<file path="config.mk">
export PLATFORM = sky130hd
export DESIGN_NAME = srch_cascade_arb
export DESIGN_NICKNAME = d
export VERILOG_FILES = /design/src/rtl/srch_arb_pkg.sv /design/src/rtl/srch_grp_pick.sv /design/src/rtl/srch_top_pick.sv /design/src/rtl/srch_cascade_arb.sv
export SDC_FILE = /design/constraint.sdc
export NUM_CORES = 1
export LEC_CHECK = 0
export ABC_AREA = 1
export BUFFER_PORTS_ARGS = -buffer_cell sky130_fd_sc_hd__buf_2
export CORE_AREA = 2 2 116 118
export CTS_CLUSTER_DIAMETER = 80
export DETAILED_ROUTE_END_ITERATION = 10
export DIE_AREA = 0 0 118 120
export PLACE_DENSITY = 0.88
export SYNTH_ARGS = -nofsm -noshare
export SYNTH_HDL_FRONTEND = slang
export SYNTH_SLANG_ARGS = --single-unit
export TNS_END_PERCENT = 5
</file>
<file path="constraint.sdc">
create_clock -name clk -period 3.6 [get_ports clk]
set_input_delay 0.36 -clock clk [delete_from_list [all_inputs] [get_ports clk]]
set_output_delay 0.36 -clock clk [all_outputs]
set_load 0.05 [all_outputs]
</file>
<file path="src/rtl/srch_arb_pkg.sv">
package srch_arb_pkg;

    function automatic int ceil_div(input int num, input int den);
        return (num + den - 1) / den;
    endfunction

    function automatic int idx_w(input int n);
        return (n > 1) ? $clog2(n) : 1;
    endfunction

endpackage

</file>
<file path="src/rtl/srch_grp_pick.sv">
module srch_grp_pick #(
    parameter int GSZ = 4,
    parameter int AW  = 16,
    parameter int LW  = 2
) (
    input  logic [GSZ-1:0]    hit,
    input  logic [GSZ*AW-1:0] addr,
    output logic              any,
    output logic [LW-1:0]     idx,
    output logic [AW-1:0]     sel_addr
);
    always_comb begin
        any      = |hit;
        idx      = '0;
        sel_addr = '0;
        for (int i = GSZ - 1; i >= 0; i--) begin
            if (hit[i]) begin
                idx      = LW'(i);
                sel_addr = addr[i*AW +: AW];
            end
        end
    end
endmodule

</file>
<file path="src/rtl/srch_top_pick.sv">
module srch_top_pick #(
    parameter int NGRP = 4,
    parameter int GSZ  = 4,
    parameter int AW   = 16,
    parameter int LW   = 2,
    parameter int IW   = 4
) (
    input  logic [NGRP-1:0]    g_any,
    input  logic [NGRP*LW-1:0] g_idx,
    input  logic [NGRP*AW-1:0] g_addr,
    output logic               hit,
    output logic [IW-1:0]      idx,
    output logic [AW-1:0]      sel_addr
);
    always_comb begin
        hit      = |g_any;
        idx      = '0;
        sel_addr = '0;
        for (int g = NGRP - 1; g >= 0; g--) begin
            if (g_any[g]) begin
                idx      = IW'(g * GSZ) + IW'(g_idx[g*LW +: LW]);
                sel_addr = g_addr[g*AW +: AW];
            end
        end
    end
endmodule

</file>
<file path="src/rtl/srch_cascade_arb.sv">
module srch_cascade_arb
    import srch_arb_pkg::*;
#(
    parameter int NENG    = 15,
    parameter int GSZ     = 4,
    parameter int AW      = 16,
    parameter int RES_LAT = 4,
    parameter int IW      = idx_w(NENG)
) (
    input  logic               clk,
    input  logic               rst_n,
    input  logic               cmd_valid,
    input  logic [NENG-1:0]    eng_hit,
    input  logic [NENG*AW-1:0] eng_addr,
    output logic               res_valid,
    output logic               glb_hit,
    output logic [IW-1:0]      win_idx,
    output logic [AW-1:0]      win_addr,
    output logic [NENG-1:0]    drv_en
);
    localparam int NGRP = ceil_div(NENG, GSZ);
    localparam int NPAD = NGRP * GSZ;
    localparam int LW   = idx_w(GSZ);
    localparam logic [NENG-1:0] LAST_ONE = {1'b1, {(NENG-1){1'b0}}};
    localparam logic [NENG-1:0] ONE      = NENG'(1);

    // Command tracking: high bit marks the cycle results are due
    logic [RES_LAT-1:0] due_q;
    logic               due;

    always_ff @(posedge clk or negedge rst_n) begin
        if (!rst_n) due_q <= '0;
        else        due_q <= {due_q[RES_LAT-2:0], cmd_valid};
    end
    assign due = due_q[RES_LAT-1];

    // Pad the cascade to a whole number of groups with non-hitting slots
    logic [NPAD-1:0]    hit_pad;
    logic [NPAD*AW-1:0] addr_pad;
    assign hit_pad  = NPAD'(eng_hit);
    assign addr_pad = (NPAD*AW)'(eng_addr);

    // Stage 1: in-group selection
    logic [NGRP-1:0]    g_any;
    logic [NGRP*LW-1:0] g_idx;
    logic [NGRP*AW-1:0] g_addr;

    for (genvar g = 0; g < NGRP; g++) begin : gen_grp
        srch_grp_pick #(.GSZ(GSZ), .AW(AW), .LW(LW)) u_pick (
            .hit      (hit_pad[g*GSZ +: GSZ]),
            .addr     (addr_pad[g*GSZ*AW +: GSZ*AW]),
            .any      (g_any[g]),
            .idx      (g_idx[g*LW +: LW]),
            .sel_addr (g_addr[g*AW +: AW])
        );
    end

    logic               s1_vld;
    logic [NGRP-1:0]    s1_any;
    logic [NGRP*LW-1:0] s1_idx;
    logic [NGRP*AW-1:0] s1_addr;

    always_ff @(posedge clk or negedge rst_n) begin
        if (!rst_n) begin
            s1_vld  <= 1'b0;
            s1_any  <= '0;
            s1_idx  <= '0;
            s1_addr <= '0;
        end else begin
            s1_vld  <= due;
            s1_any  <= due ? g_any  : '0;
            s1_idx  <= due ? g_idx  : '0;
            s1_addr <= due ? g_addr : '0;
        end
    end

    // Stage 2: cross-group selection
    logic          pk_hit;
    logic [IW-1:0] pk_idx;
    logic [AW-1:0] pk_addr;

    srch_top_pick #(.NGRP(NGRP), .GSZ(GSZ), .AW(AW), .LW(LW), .IW(IW)) u_top (
        .g_any    (s1_any),
        .g_idx    (s1_idx),
        .g_addr   (s1_addr),
        .hit      (pk_hit),
        .idx      (pk_idx),
        .sel_addr (pk_addr)
    );

    always_ff @(posedge clk or negedge rst_n) begin
        if (!rst_n) begin
            res_valid <= 1'b0;
            glb_hit   <= 1'b0;
            win_idx   <= '0;
            win_addr  <= '0;
            drv_en    <= '0;
        end else if (!s1_vld) begin
            res_valid <= 1'b0;
            glb_hit   <= 1'b0;
            win_idx   <= '0;
            win_addr  <= '0;
            drv_en    <= '0;
        end else if (pk_hit) begin
            res_valid <= 1'b1;
            glb_hit   <= 1'b1;
            win_idx   <= pk_idx;
            win_addr  <= pk_addr;
            drv_en    <= ONE << pk_idx;
        end else begin
            res_valid <= 1'b1;
            glb_hit   <= 1'b0;
            win_idx   <= IW'(NENG - 1);
            win_addr  <= '0;
            drv_en    <= LAST_ONE;
        end
    end
endmodule

</file>
==> impl_results.rst <==
.. list-table::
   :header-rows: 1

   * - Metric
     - Value
   * - Portion of synthesized cell area occupied by the leading cell type
     - 0.536
   * - Share of layout cells above drive strength 1
     - 0.410
   * - Crit path DAT
     - 2.22 ns
   * - Post-detailed-placement half-perimeter wirelength
     - 13500 um
   * - Syn_area_per_cell
     - 9.39 um2
   * - Run status
     - finished, final reports clean
   * - Detailed-router iteration count before antenna repair
     - 5
   * - Final design instance area without fill
     - 7650 um2
   * - Worst Tran Pin Value
     - 1.22 ns
   * - R2r setup slk
     - 1.67 ns
   * - Gr usage total
     - 0.257
   * - Via count of the first global-routing pass
     - 5501
   * - Hold depth
     - 1
   * - Multiplexer share of the synthesized area
     - 0
   * - First-pass GRT wire length
     - 27900 um
   * - Chip Width
     - 118 um
   * - Time the final worst path needs with I/O delays and setup
     - ~1.9 ns
   * - Final-layout setup total negative slack
     - 0 ns
   * - Worst slack at placement
     - 1.70 ns
   * - Worst Hold Path EP
     - due_q[0]
   * - Final setup violation count
     - 0
   * - Diodes inserted
     - 0
   * - Distinct cell type count of the synthesized netlist
     - 31
   * - Post-synthesis instance area
     - approximately 5500 um2
   * - Nature of the critical path endpoint
     - flip-flop
   * - Fraction of the mapped netlist area in simple logic gates
     - 0.213
   * - Final count of pins violating max slew
     - 0
   * - Sequential-to-total area share from yosys stat
     - 0.536
   * - Post-CTS setup-driven buffer insertion count
     - 0
   * - Synth Area in XOR/XNOR
     - 0
   * - F_max
     - 518 MHz
   * - Number of cells on the worst reg-to-reg path
     - 4
   * - Compound-cell area share of the yosys netlist
     - 0.194
   * - Destination of the worst register-to-register timing path
     - win_addr[6]
   * - Beginning of the worst register-to-register path
     - s1_any[2]
   * - #FFs+latches synth
     - 118
   * - TritonCTS clock tree
     - done
   * - Cell area reported after detailed placement
     - ~7000 um2
   * - Worst Hold Launch
     - cmd_valid
   * - Maximum number of buffers from clock root to sink
     - 2
   * - Die area
     - 14200 um2
   * - Number of routed nets with antenna violations
     - 0
   * - PostCTS Resize Cnt
     - 0
   * - CORE AREA
     - 13000 um2
   * - Flip-flop cell with the highest count after synthesis
     - dfrtp_1
   * - Post-Synthesis Net Count
     - between 800 and 900
   * - Proportion of synthesized flip-flops having asynchronous set or reset
     - 1.00
   * - Clock sink count
     - 118
   * - Violation count after the first detailed-route iteration
     - 366
   * - Total number of yosys warnings
     - 0
   * - Buffer type at the clock tree root
     - clkbuf_16
   * - Synth Area in Adders
     - 0
   * - Max capacitance violation total
     - 0
   * - Combinational family with the most area after synthesis
     - simple AND/OR/NAND/NOR gates
   * - Number of buffers inserted by port buffering
     - around 300
   * - Slack of the critical path
     - 1.67 ns
   * - Antenna violations before repair
     - 2
   * - Ratio of routed vias to standard cells
     - 5.40
   * - Final period utilization
     - 0.536
   * - Data required time of the critical path
     - between 3 and 4 ns
   * - Top cells by area, synth
     - dfrtp_1 (54%), nand2_1 (12%), o221ai_1 (7.2%), a31oi_1 (5.1%), nand3_1 (3.4%)
   * - Pleak
     - 3.83 nW
   * - Wire length after detailed routing
     - 18300 um
   * - Peak fanout along the critical path
     - 21
   * - Worst Hold Class
     - in -> reg
   * - Count of hold buffers inserted by post-cts repair
     - 0
   * - DRC violations left
     - 0
   * - Total power per unit cell area
     - around 500 nW/um2
   * - Area growth, synth to finish
     - 38.9%
   * - WHS
     - 0.0621 ns
   * - Gate count of the mapped netlist
     - 587
   * - Layout net count
     - 1122
   * - Number of enable flip-flop cells after synthesis
     - 0
   * - Maximum VDD drop
     - 304 uV
   * - Wire per inst
     - 17.4 um
   * - Worst-case headroom to the max-slew limit
     - 0.183
   * - Site Rows
     - 42
   * - CTS clock-pin slew for the worst setup and hold paths
     - 0.05 ns
   * - Maximum clock skew at final layout
     - 0.00778 ns
   * - Die boundary height
     - 120 um
   * - CTS HTree Levels
     - 4
   * - Num CTS Buffers
     - 17
   * - RSZ-0062 raised after global routing
     - no
   * - CP Launch Type
     - flip-flop
   * - Vias after detailed routing
     - 5684
   * - Overflow left after global routing
     - 0
   * - Initial standard-cell utilization of the core
     - 0.425
   * - IO Pins
     - between 200 and 300
   * - Cell taking the most area after synthesis
     - dfrtp_1
   * - Final hold violation count
     - 0
   * - Clk Latency, worst-skew pair
     - 0.41 ns
   * - Type of the worst setup path
     - reg -> reg
   * - Final estimated routing congestion in global placement
     - between 0.9 and 1
   * - Pin count of the biggest net entering global routing
     - 71
[final cells by class]
type | instances | area (um2)
Timing Repair Buffer | 297 | 1500
Clock inverter | 11 | 198
Inverter | 25 | 93.8
Tap cell | 176 | 220
Sequential cell | 118 | 2950
Multi-Input combinational cell | 405 | 2240
Fill cell | 1113 | 5330
Clock buffer | 21 | 450
[worst max-delay path, cell delays in order (launching register included)]
cell and delay (ns):
dfrtp_1 0.88, nor2_1 0.27, nand2_4 0.17, nand2_4 0.15
a311oi_1 0.34
[registers in the layout, summed over array words and instances, names as in the netlist]
signal and count:
due_q 4, s1_vld 1, res_valid 1, win_idx 4, win_addr 16, drv_en 15, glb_hit 1, s1_addr 64
s1_any 4, s1_idx 8
[synthesized netlist by cell type, types with 6 or more instances]
cell type	number
dfrtp_1	118
buf_4	6
o22ai_1	16
o21ai_0	7
nor2_1	26
o221ai_1	45
buf_2	20
inv_1	14
clkbuf_1	9
a311oi_1	16
a31oi_1	45
a21oi_1	6
nand2_1	176
nand3_1	37
inv_2	10
[worst max path at each step]
stage | start | endpoint | slack, ns
after floorplan | s1_any[2] | drv_en[3] | 2.37
after global placement | s1_any[2] | win_addr[2] | 1.73
after detailed placement | s1_any[2] | win_addr[2] | 1.70
after CTS | s1_any[2] | win_addr[6] | 1.65
after global routing | s1_any[2] | drv_en[8] | 1.51
final | s1_any[2] | win_addr[6] | 1.67
[power breakdown]
group,internal (mW),switching (mW)
Combinational,0.206,0.359
Clock,1.25,0.585
Sequential,1.41,0.0478
[layout by cell type, fill, tap and decap left out, types with 2 or more instances in the layout]
master,synthesis,layout
nor2_8,2,2
nor3b_1,3,3
buf_4,6,4
clkbuf_1,9,3
o22ai_1,16,16
buf_2,20,293
a31oi_1,45,45
a21oi_2,3,3
nor2_4,5,5
a311oi_2,3,3
inv_2,10,10
nor2_1,26,26
a21oi_1,6,6
dfrtp_1,118,117
nand2_1,176,176
bufinv_16,0,5
nor2_2,3,3
clkbuf_16,0,17
clkinvlp_4,0,4
a311oi_1,16,16
nor4_1,3,3
o21ai_0,7,7
nand3_1,37,37
o221ai_1,45,45
nand2_4,3,3
inv_1,14,14
[metrics by stage]
| stage | util | std cells | total power, mW |
|---|---|---|---|
| after detailed placement | 0.540 | 1021 | 2.04 |
| after CTS | 0.590 | 1053 | 3.87 |
| final | 0.590 | 1053 | 3.86 |
| after global routing | 0.590 | 1053 | 4.00 |
| after floorplan | - | 587 | 1.78 |
| after global placement | 0.540 | 1021 | 2.03 |
[routing by layer]
metal / global-route usage / wire length (um) / vias to the layer above / share of wire
met1: 0.308 / 7170 / 2600 / 0.39
li1: - / - / 2654 / -
met5: 0 / 21 / - / 0.0011
met3: 0.0594 / 1460 / 69 / 0.080
met2: 0.431 / 8940 / 357 / 0.49
met4: 0.135 / 690 / 4 / 0.038
[cells by family after synthesis]
family | Yosys count
and+or+nand+nor | 263
AOI/OAI and AO/OA | 142
DFF | 118
buffers and inverters | 64
No activity file was read; power rests on OpenSTA's default activity.
